<file path="src/rtl/svc_gate_pkg.sv">
// Package: shared action encoding for the service enable gate.
// Assumes nothing beyond being compiled ahead of the modules that import it.
package svc_gate_pkg;

    // What the run counter must do in the current cycle.
    typedef enum logic [1:0] {
        ACT_IDLE  = 2'd0,   // keep the count
        ACT_STEP  = 2'd1,   // one more good service
        ACT_CLEAR = 2'd2    // discard the run
    } svc_act_e;

endpackage

</file>
<file path="src/rtl/svc_qualifier.sv">
// Module: svc_qualifier
// Turns the raw watchdog and supply inputs into one counter action and a
// force-off level. Priority order: a system reset or brownout clears first,
// a fault clears next, and a good service steps only when nothing clears.
// Assumes the strobes are single-cycle and synchronous to the block clock.
module svc_qualifier
    import svc_gate_pkg::*;
(
    input  logic     sys_rst_act,
    input  logic     brownout,
    input  logic     good_svc,
    input  logic     bad_evt,
    output svc_act_e act,
    output logic     force_off
);

    // Purpose: combine the two levels that must silence the enable at once.
    always_comb begin
        force_off = sys_rst_act | brownout;
    end

    // Purpose: pick the counter action; clearing always outranks stepping.
    always_comb begin
        if (sys_rst_act || brownout) begin
            act = ACT_CLEAR;
        end else if (bad_evt) begin
            act = ACT_CLEAR;
        end else if (good_svc) begin
            act = ACT_STEP;
        end else begin
            act = ACT_IDLE;
        end
    end

endmodule

</file>
<file path="src/rtl/svc_run_counter.sv">
// Module: svc_run_counter
// Counts consecutive good services up to NEED_SVC and saturates there.
// Registers an armed flag that is true once the count has reached NEED_SVC.
// Assumes one action per clock, as produced by svc_qualifier.
module svc_run_counter
    import svc_gate_pkg::*;
#(
    parameter int NEED_SVC = 3
) (
    input  logic     clk,
    input  logic     rst_n,
    input  svc_act_e act,
    output logic     armed
);

    localparam int CW = $clog2(NEED_SVC + 1);
    localparam logic [CW-1:0] FULL = CW'(NEED_SVC);

    logic [CW-1:0] cnt_q;
    logic [CW-1:0] cnt_d;

    // Purpose: next count from the action, saturating at FULL.
    always_comb begin
        cnt_d = cnt_q;
        unique case (act)
            ACT_CLEAR: cnt_d = '0;
            ACT_STEP:  cnt_d = (cnt_q == FULL) ? FULL : cnt_q + 1'b1;
            default:   cnt_d = cnt_q;
        endcase
    end

    // Purpose: hold the run count and the armed flag; synchronous reset.
    always_ff @(posedge clk) begin
        if (!rst_n) begin
            cnt_q <= '0;
            armed <= 1'b0;
        end else begin
            cnt_q <= cnt_d;
            armed <= (cnt_d == FULL);
        end
    end

    AST_NO_OVERFLOW: assert property (@(posedge clk) disable iff (!rst_n)
        cnt_q <= FULL);

    AST_CLEAR_EMPTIES: assert property (@(posedge clk) disable iff (!rst_n)
        (act == ACT_CLEAR) |=> (cnt_q == '0) && !armed);

    AST_STEP_ADVANCES: assert property (@(posedge clk) disable iff (!rst_n)
        (act == ACT_STEP && cnt_q < FULL) |=> (cnt_q == $past(cnt_q) + 1'b1));

    AST_ARMED_MATCHES_FULL: assert property (@(posedge clk) disable iff (!rst_n)
        (act == ACT_STEP && cnt_q == FULL - 1'b1) |=> armed);

endmodule

</file>
<file path="src/rtl/svc_en_driver.sv">
// Module: svc_en_driver
// Produces the active-low enable from the armed flag and the force-off level.
// The force-off path is combinational, so a reset or brownout silences the
// enable in the same cycle. Assumes armed comes from a register.
module svc_en_driver (
    input  logic armed,
    input  logic force_off,
    output logic en_n
);

    // Purpose: the enable is active only while armed and not forced off.
    always_comb begin
        en_n = ~(armed & ~force_off);
    end

endmodule

</file>
<file path="src/rtl/svc_enable_gate.sv">
// Module: svc_enable_gate (top)
// Active-low system enable, armed after NEED_SVC consecutive good watchdog
// services and dropped by a system reset, a brownout or a watchdog fault.
// Assumes synchronous strobes and a synchronous active-low block reset.
module svc_enable_gate
    import svc_gate_pkg::*;
#(
    parameter int NEED_SVC = 3
) (
    input  logic clk,
    input  logic rst_n,
    input  logic sys_rst_act,
    input  logic brownout,
    input  logic good_svc,
    input  logic bad_evt,
    output logic en_n
);

    svc_act_e act;
    logic     force_off;
    logic     armed;

    svc_qualifier u_qual (
        .sys_rst_act (sys_rst_act),
        .brownout    (brownout),
        .good_svc    (good_svc),
        .bad_evt     (bad_evt),
        .act         (act),
        .force_off   (force_off)
    );

    svc_run_counter #(
        .NEED_SVC (NEED_SVC)
    ) u_cnt (
        .clk   (clk),
        .rst_n (rst_n),
        .act   (act),
        .armed (armed)
    );

    svc_en_driver u_drv (
        .armed     (armed),
        .force_off (force_off),
        .en_n      (en_n)
    );

    AST_HOLD_FORCES_OFF: assert property (@(posedge clk) disable iff (!rst_n)
        sys_rst_act |-> en_n);

    AST_BROWN_FORCES_OFF: assert property (@(posedge clk) disable iff (!rst_n)
        brownout |-> en_n);

    AST_BAD_DROPS: assert property (@(posedge clk) disable iff (!rst_n)
        bad_evt |=> en_n);

    AST_BAD_BEATS_GOOD: assert property (@(posedge clk) disable iff (!rst_n)
        (bad_evt && good_svc) |=> en_n);

    AST_LEVEL_CLEARS_RUN: assert property (@(posedge clk) disable iff (!rst_n)
        (sys_rst_act || brownout) |=> en_n);

endmodule

</file>
<file path="config.mk">
export PLATFORM = sky130hd
export DESIGN_NAME = svc_enable_gate
export DESIGN_NICKNAME = d
export VERILOG_FILES = /design/src/rtl/svc_gate_pkg.sv /design/src/rtl/svc_qualifier.sv /design/src/rtl/svc_run_counter.sv /design/src/rtl/svc_en_driver.sv /design/src/rtl/svc_enable_gate.sv
export SDC_FILE = /design/constraint.sdc
export NUM_CORES = 1
export LEC_CHECK = 0
export ABC_AREA = 1
export BUFFER_PORTS_ARGS = -buffer_cell sky130_fd_sc_hd__buf_2
export CORE_AREA = 2 2 39 41
export CTS_CLUSTER_SIZE = 40
export DETAILED_ROUTE_END_ITERATION = 10
export DIE_AREA = 0 0 41 43
export RECOVER_POWER = 25
export SLEW_MARGIN = 20
export SYNTH_ARGS = -nofsm -noshare
export SYNTH_HDL_FRONTEND = slang
export SYNTH_SLANG_ARGS = --single-unit
</file>
<file path="constraint.sdc">
create_clock -name clk -period 2.8 [get_ports clk]
set_input_delay 0.14 -clock clk [delete_from_list [all_inputs] [get_ports clk]]
set_output_delay 0.14 -clock clk [all_outputs]
set_load 0.05 [all_outputs]
</file>
==> impl_metrics.tcl, run 1 <==
set metrics [dict create \
    cts.sinks 3 \
    drive_above_1_share 0.2778 \
    rsz0062_at_grt "false" \
    synth_area_um2 167.7 \
    critPathArrivalTime_ns 1.02 \
    hp-class "in -> reg" \
    drc 0 \
    nets 44 \
    p_per_area_nw_per_um2 520.0 \
    yosys_warnings 0 \
    die_w_um 41 \
    grt_pass1_vias 153 \
    syn_avg_cell_area_um2 6.449 \
    fillers 163 \
    yosysUniqueCellTypes 8 \
    status "completed" \
    grt_max_degree 5 \
    grt_pass1_wl_um 496 \
    clockBufferDepth 2 \
    cp.required_ns 2.66 \
    syn_nets 33 \
    setup_viol 0 \
    clock_latency_ns 0.23 \
    crit_fanout 1 \
    first_pass_iters 1 \
    wire_per_inst_um 5.327 \
    drv_cap 0 \
    cts_buffers 3 \
    cts_tree "yes" \
    coreArea_um2 1384 \
    ant_nets 0 \
    relSlewSlack 0.6126 \
    dp_hpwl_um 229 \
    finalHoldViolCount 0 \
    postCtsHoldBufs 0 \
    worst_pin_slew_ns 0.5836 \
    leakagePower_nw 0.1273 \
    period_needed_ns 1.162 \
    cts_setup_buffers 0 \
    area.growth.synth_to_final_pct 44.78 \
    start_util 0.1212 \
    totalWireLength_um 277 \
    slew_viol_final 0 \
    grtUsageTotal 0.04609 \
    multiInputGateArea_um2 81.33 \
    overflow 0 \
    crit_type "reg -> out" \
    die_height_um 43 \
    io_pins 7 \
    viasPerCell 3.212 \
    seq_area_um2 60.06 \
    clk_pin_slew_ns 0.04 \
    cp-end-kind "primary output" \
    crit_path_start_kind "flip-flop" \
    seq_area_frac_synth 0.3582 \
    cts_root_buffer "clkbuf_4" \
    ctsResizeCount 0 \
    place.port_buffers 6 \
    antenna_found_initial 0 \
    place_inst 48 \
    max_freq_mhz 860.6 \
    finalCritPeriodShare 0.4150 \
    final_cells 52 \
    diodes 0 \
    clock_skew_ns 0.001185 \
    synthCells 26 \
    max-vdd-ir-drop_mv 0.2005 \
    ys_ff_latch 3 \
    h-tree-depth 1 \
    num_vias 167 \
    row_count 14 \
    gp_congestion 0.5570 \
    setup_tns_ns 0 \
    die_area_um2 1763 \
    first_iter_violations 0 \
]
[layer usage]
| metal | up-vias | global-route usage | wire, um |
|---|---|---|---|
| met4 | 0 | 0.04000 | 0 |
| met1 | 68 | 0.04153 | 133 |
| met5 | - | 0 | 0 |
| li1 | 95 | - | - |
| met3 | 0 | 0.04712 | 24 |
| met2 | 4 | 0.05625 | 119 |
[Yosys cell counts]
master	count	area share
inv_1	7	0.16
dfxtp_1	3	0.36
ha_1	1	0.075
nand2_1	6	0.13
a21oi_1	1	0.030
nor3b_2	1	0.075
nor2_1	6	0.13
nor2_2	1	0.037
[kinds of logic after synthesis]
| kind of cell | synth area share |
|---|---|
| simple gates | 0.3806 |
| buf+inv | 0.1567 |
| flops | 0.3582 |
| compound gates | 0.02982 |
| fa+ha+maj | 0.07461 |
[power by group]
part | internal, W | total [W] | switching, W
Combinational | 0.00000458 | 0.00000896 | 0.00000438
Sequential | 0.0000431 | 0.0000431 | 0.0000000329
Clock | 0.0000533 | 0.0000742 | 0.0000209
[worst paths after layout]
| kind | start | endpoint | slack, ns | cells after the start |
|---|---|---|---|---|
| worst min register to register | u_cnt.cnt_q[1] | u_cnt.cnt_q[1] | 0.53 | 4 |
| worst min-delay path | rst_n | u_cnt.cnt_q[0] | 0.15 | 3 |
| worst max register to register | u_cnt.cnt_q[1] | u_cnt.armed | 2.04 | 4 |
| worst max-delay path | u_cnt.armed | en_n | 1.64 | 2 |
[sequential cells by signal, indices dropped and copies added (netlist names)]
| register | count |
|---|---|
| u_cnt.cnt_q | 2 |
| u_cnt.armed | 1 |
[cells in the final DEF (no fill, tap or decap)]
master,synthesis,layout
clkbuf_1,0,2
inv_1,7,7
nor2_2,1,1
clkbuf_4,0,3
nor3b_2,1,1
nand2_1,6,6
nor2_1,6,6
dfxtp_1,3,3
ha_1,1,1
buf_2,0,5
a21oi_1,1,1
[critical path, stage by stage, from the launching register on]
cell and delay (ns):
dfxtp_1 0.29, nand2_1 0.05, clkbuf_1 0.45
[area by class of cell]
class | count | area share
tap | 16 | 0.08247
sequential | 3 | 0.2474
multi-input combinational | 16 | 0.3351
clock buffer | 4 | 0.1082
inverter | 7 | 0.1082
timing repair buffer | 6 | 0.1186
[through the flow]
| stage | hold WS (ns) | instance area (um^2) | util | power (W) | worst slack [ns] |
|---|---|---|---|---|---|
| after global placement | 0.3967 | 217.7 | 0.1573 | 0.00005267 | 1.492 |
| after floorplan | 0.2897 | 167.7 | - | 0.00004873 | 1.665 |
| after CTS | 0.1509 | 244.0 | 0.1763 | 0.0001312 | 1.697 |
| final | 0.1548 | 242.7 | 0.1754 | 0.0001262 | 1.638 |
| after global routing | 0.1843 | 242.7 | 0.1754 | 0.0001387 | 1.570 |
| after detailed placement | 0.3955 | 217.7 | 0.1573 | 0.00005284 | 1.452 |
No activity file was read; power rests on OpenSTA's default activity.
==> run 2, diff against run 1 <==
--- a/config.mk
+++ b/config.mk
@@ -5,7 +5,7 @@
 export SDC_FILE = /design/constraint.sdc
 export NUM_CORES = 1
 export LEC_CHECK = 0
-export ABC_AREA = 1
+export ABC_AREA = 0
 export BUFFER_PORTS_ARGS = -buffer_cell sky130_fd_sc_hd__buf_2
 export CORE_AREA = 2 2 39 41
 export CTS_CLUSTER_SIZE = 40
==> constraint.sdc (replaced) <==
create_clock -name clk -period 1 [get_ports clk]
set_input_delay 0.05 -clock clk [delete_from_list [all_inputs] [get_ports clk]]
set_output_delay 0.05 -clock clk [all_outputs]
set_load 0.05 [all_outputs]
==> run 2 against run 1 <==
Effect of this change: clock skew rose by 0.0075 ns; die area did not move; via count is 6.6% lower; sequential share of layout area is 1.6 points lower; count of clock-buffer cells in the layout unchanged; synthesized cell count down 27%; cell count fell by 13%; first-iteration DRC count is 3 higher; flip-flop and latch count unchanged; hold slack worse by 0.10 ns; setup slack got worse by 1.6 ns; largest cell class unchanged; highest routed layer is now met4.
==> impl_metrics.tcl, run 2 <==
set metrics [dict create \
    crit_path_max_incr_delay_ns 0.23 \
    gp_congestion 0.6141 \
    drc 0 \
    overflow 0 \
    ys.flop_type "dfxtp_1" \
    area.growth.synth_to_final_pct 64.29 \
    crit_type "in -> reg" \
    num_vias 156 \
    yosysTopAreaCell "dfxtp_1" \
    cp.required_ns 1.17 \
    fin_ws_ns 0.02444 \
    crit_slowest_cell "nor3_4" \
    syn_avg_cell_area_um2 8.297 \
    synthTopCellsByArea "dfxtp_1 (38%), nand2b_4 (8.7%), and2_1 (7.9%), ha_1 (7.9%), nand2_1 (7.1%)" \
    antenna_found_initial 0 \
    synth_commonest_cells "dfxtp_1 (3), nand2_1 (3), a21oi_1 (2), and2_1 (2), nor2_1 (2)" \
    viasPerCell 3.467 \
    die_area_um2 1763 \
    place.port_buffers 6 \
    grt_pass1_wl_um 386 \
    hp-class "in -> reg" \
    relSlewSlack 0.8373 \
    synth_area_um2 157.7 \
    drv_cap 0 \
    grtUsageTotal 0.04605 \
    leakagePower_nw 0.09935 \
    final_core_util 0.1872 \
    clk_pin_slew_ns 0.04 \
    cts.sinks 3 \
    final_cell_mix "buf_2 (6), nand2_1 (3), clkbuf_4 (3), dfxtp_1 (3)" \
    critPathArrivalTime_ns 1.15 \
    async_reset_ff_frac 0 \
    first_pass_iters 4 \
    path_cells "buf_2, nor3_4, and2_4, ha_4, nand2b_4, o21ai_2, and2_1" \
    place_ws_ns -0.2251 \
    clock_latency_ns 0.24 \
    largest-register "u_cnt.cnt_q" \
    row_count 14 \
    yosysUniqueCellTypes 12 \
    cts_tree "yes" \
    diodes 0 \
    crit_buf_inv 1 \
    max_freq_mhz 1025 \
    critPathTopFamily "simple AND/OR/NAND/NOR gates" \
    finalHoldViolCount 0 \
    slew_viol_final 0 \
    finalCritPeriodShare 0.9756 \
    ant_nets 0 \
    clock_skew_ns 0.008679 \
    coreArea_um2 1384 \
    clockBufferDepth 2 \
    max-vdd-ir-drop_mv 0.4715 \
    wire_per_inst_um 7.289 \
    cts_root_buffer "clkbuf_4" \
    crit_fanout 4 \
    first_iter_violations 3 \
    start_util 0.1139 \
    crit_path_start_kind "primary input" \
    setup_viol 0 \
    yosys_warnings 0 \
    top_regs "u_cnt.cnt_q (2), u_cnt.armed (1)" \
    synth-edff-count 0 \
    drive_above_1_share 0.4828 \
    ys_ff_latch 3 \
    layout_commonest_cell "buf_2" \
    status "completed" \
    h-tree-depth 1 \
    totalWireLength_um 328 \
    die_w_um 41 \
    cts_buffers 3 \
    cp-end-kind "flip-flop" \
    nets 37 \
    grt_pass1_vias 100 \
    period_needed_ns 0.9756 \
    syn_nets 26 \
    netlist.area_leader.share 0.3810 \
    p_per_area_nw_per_um2 1442 \
    synthCells 19 \
    die_height_um 43 \
    worst_pin_slew_ns 0.2458 \
    io_pins 7 \
    grt_max_degree 5 \
    seq_area_frac_synth 0.3810 \
    largest_register_ff_count 2 \
    postCtsHoldBufs 0 \
]
==> run 2: repair_timing <==
| action | 4_1_cts | 5_1_grt |
|---|---|---|
| endpoints found under the setup margin | 1 | 1 |
| resized for setup | 0 | 4 |
| pin swaps | 2 | 4 |
| buffers inserted | 0 | 0 |
==> run 2: report_power, final <==
part	internal [W]	switching, W
registers	0.000120	0.000000109
clock network	0.000150	0.0000711
logic	0.0000176	0.0000144
==> run 2: cell type report <==
cell class              instances  area [um^2]
fillers                       152         1125
multi-input cells              15        118.9
flip-flops and latches          3        60.06
repair buffers                  6        30.03
clock buffers                   4        26.28
well taps                      16        20.02
inverters                       1        3.754
==> run 2: cells by family (layout without fill, tap and decap cells) <==
group,count (synthesis),after routing,synth area share
AOI/OAI and AO/OA,4,4,0.1269
DFF,3,3,0.3810
adders and majority gates,1,1,0.07935
and+or+nand+nor,10,10,0.3889
buffers and inverters,1,11,0.02379
==> run 2: per-layer routing <==
metal  global-route usage  routed length, um  vias to the layer above
li1                     -                  -                       82
met1              0.03185                138                       64
met2              0.03750                137                        8
met3              0.07853                 47                        2
met4              0.06000                  4                        0
met5                    0                  0                        -
==> run 2: final timing paths <==
check	from	endpoint	slack [ns]	cells past startpoint
worst max-delay path	brownout	u_cnt.cnt_q[0]	0.02	7
worst min-delay path	rst_n	u_cnt.armed	0.05	3
worst max register to register	u_cnt.cnt_q[0]	u_cnt.cnt_q[0]	0.18	3
worst min register to register	u_cnt.cnt_q[1]	u_cnt.armed	0.45	2
==> run 2: worst reg2reg max path: stages (launching register included) <==
cell	delay, ns
dfxtp_1	0.34
nor2b_1	0.17
o21ai_2	0.08
and2_1	0.13
==> run 2: metrics by stage <==
| step | std cells | total power (W) | hold slack (ns) | area [um^2] | TNS (ns) |
|---|---|---|---|---|---|
| after detailed placement | 41 | 0.0001464 | 0.2920 | 207.7 | -0.4303 |
| final | 45 | 0.0003736 | 0.05328 | 259.0 | 0 |
| after floorplan | 19 | 0.0001335 | 0.1717 | 157.7 | -0.02279 |
| after global placement | 41 | 0.0001463 | 0.2934 | 207.7 | -0.4363 |
| after CTS | 45 | 0.0003752 | 0.04874 | 234.0 | 0 |
| after global routing | 45 | 0.0004066 | 0.06059 | 259.0 | -0.006365 |
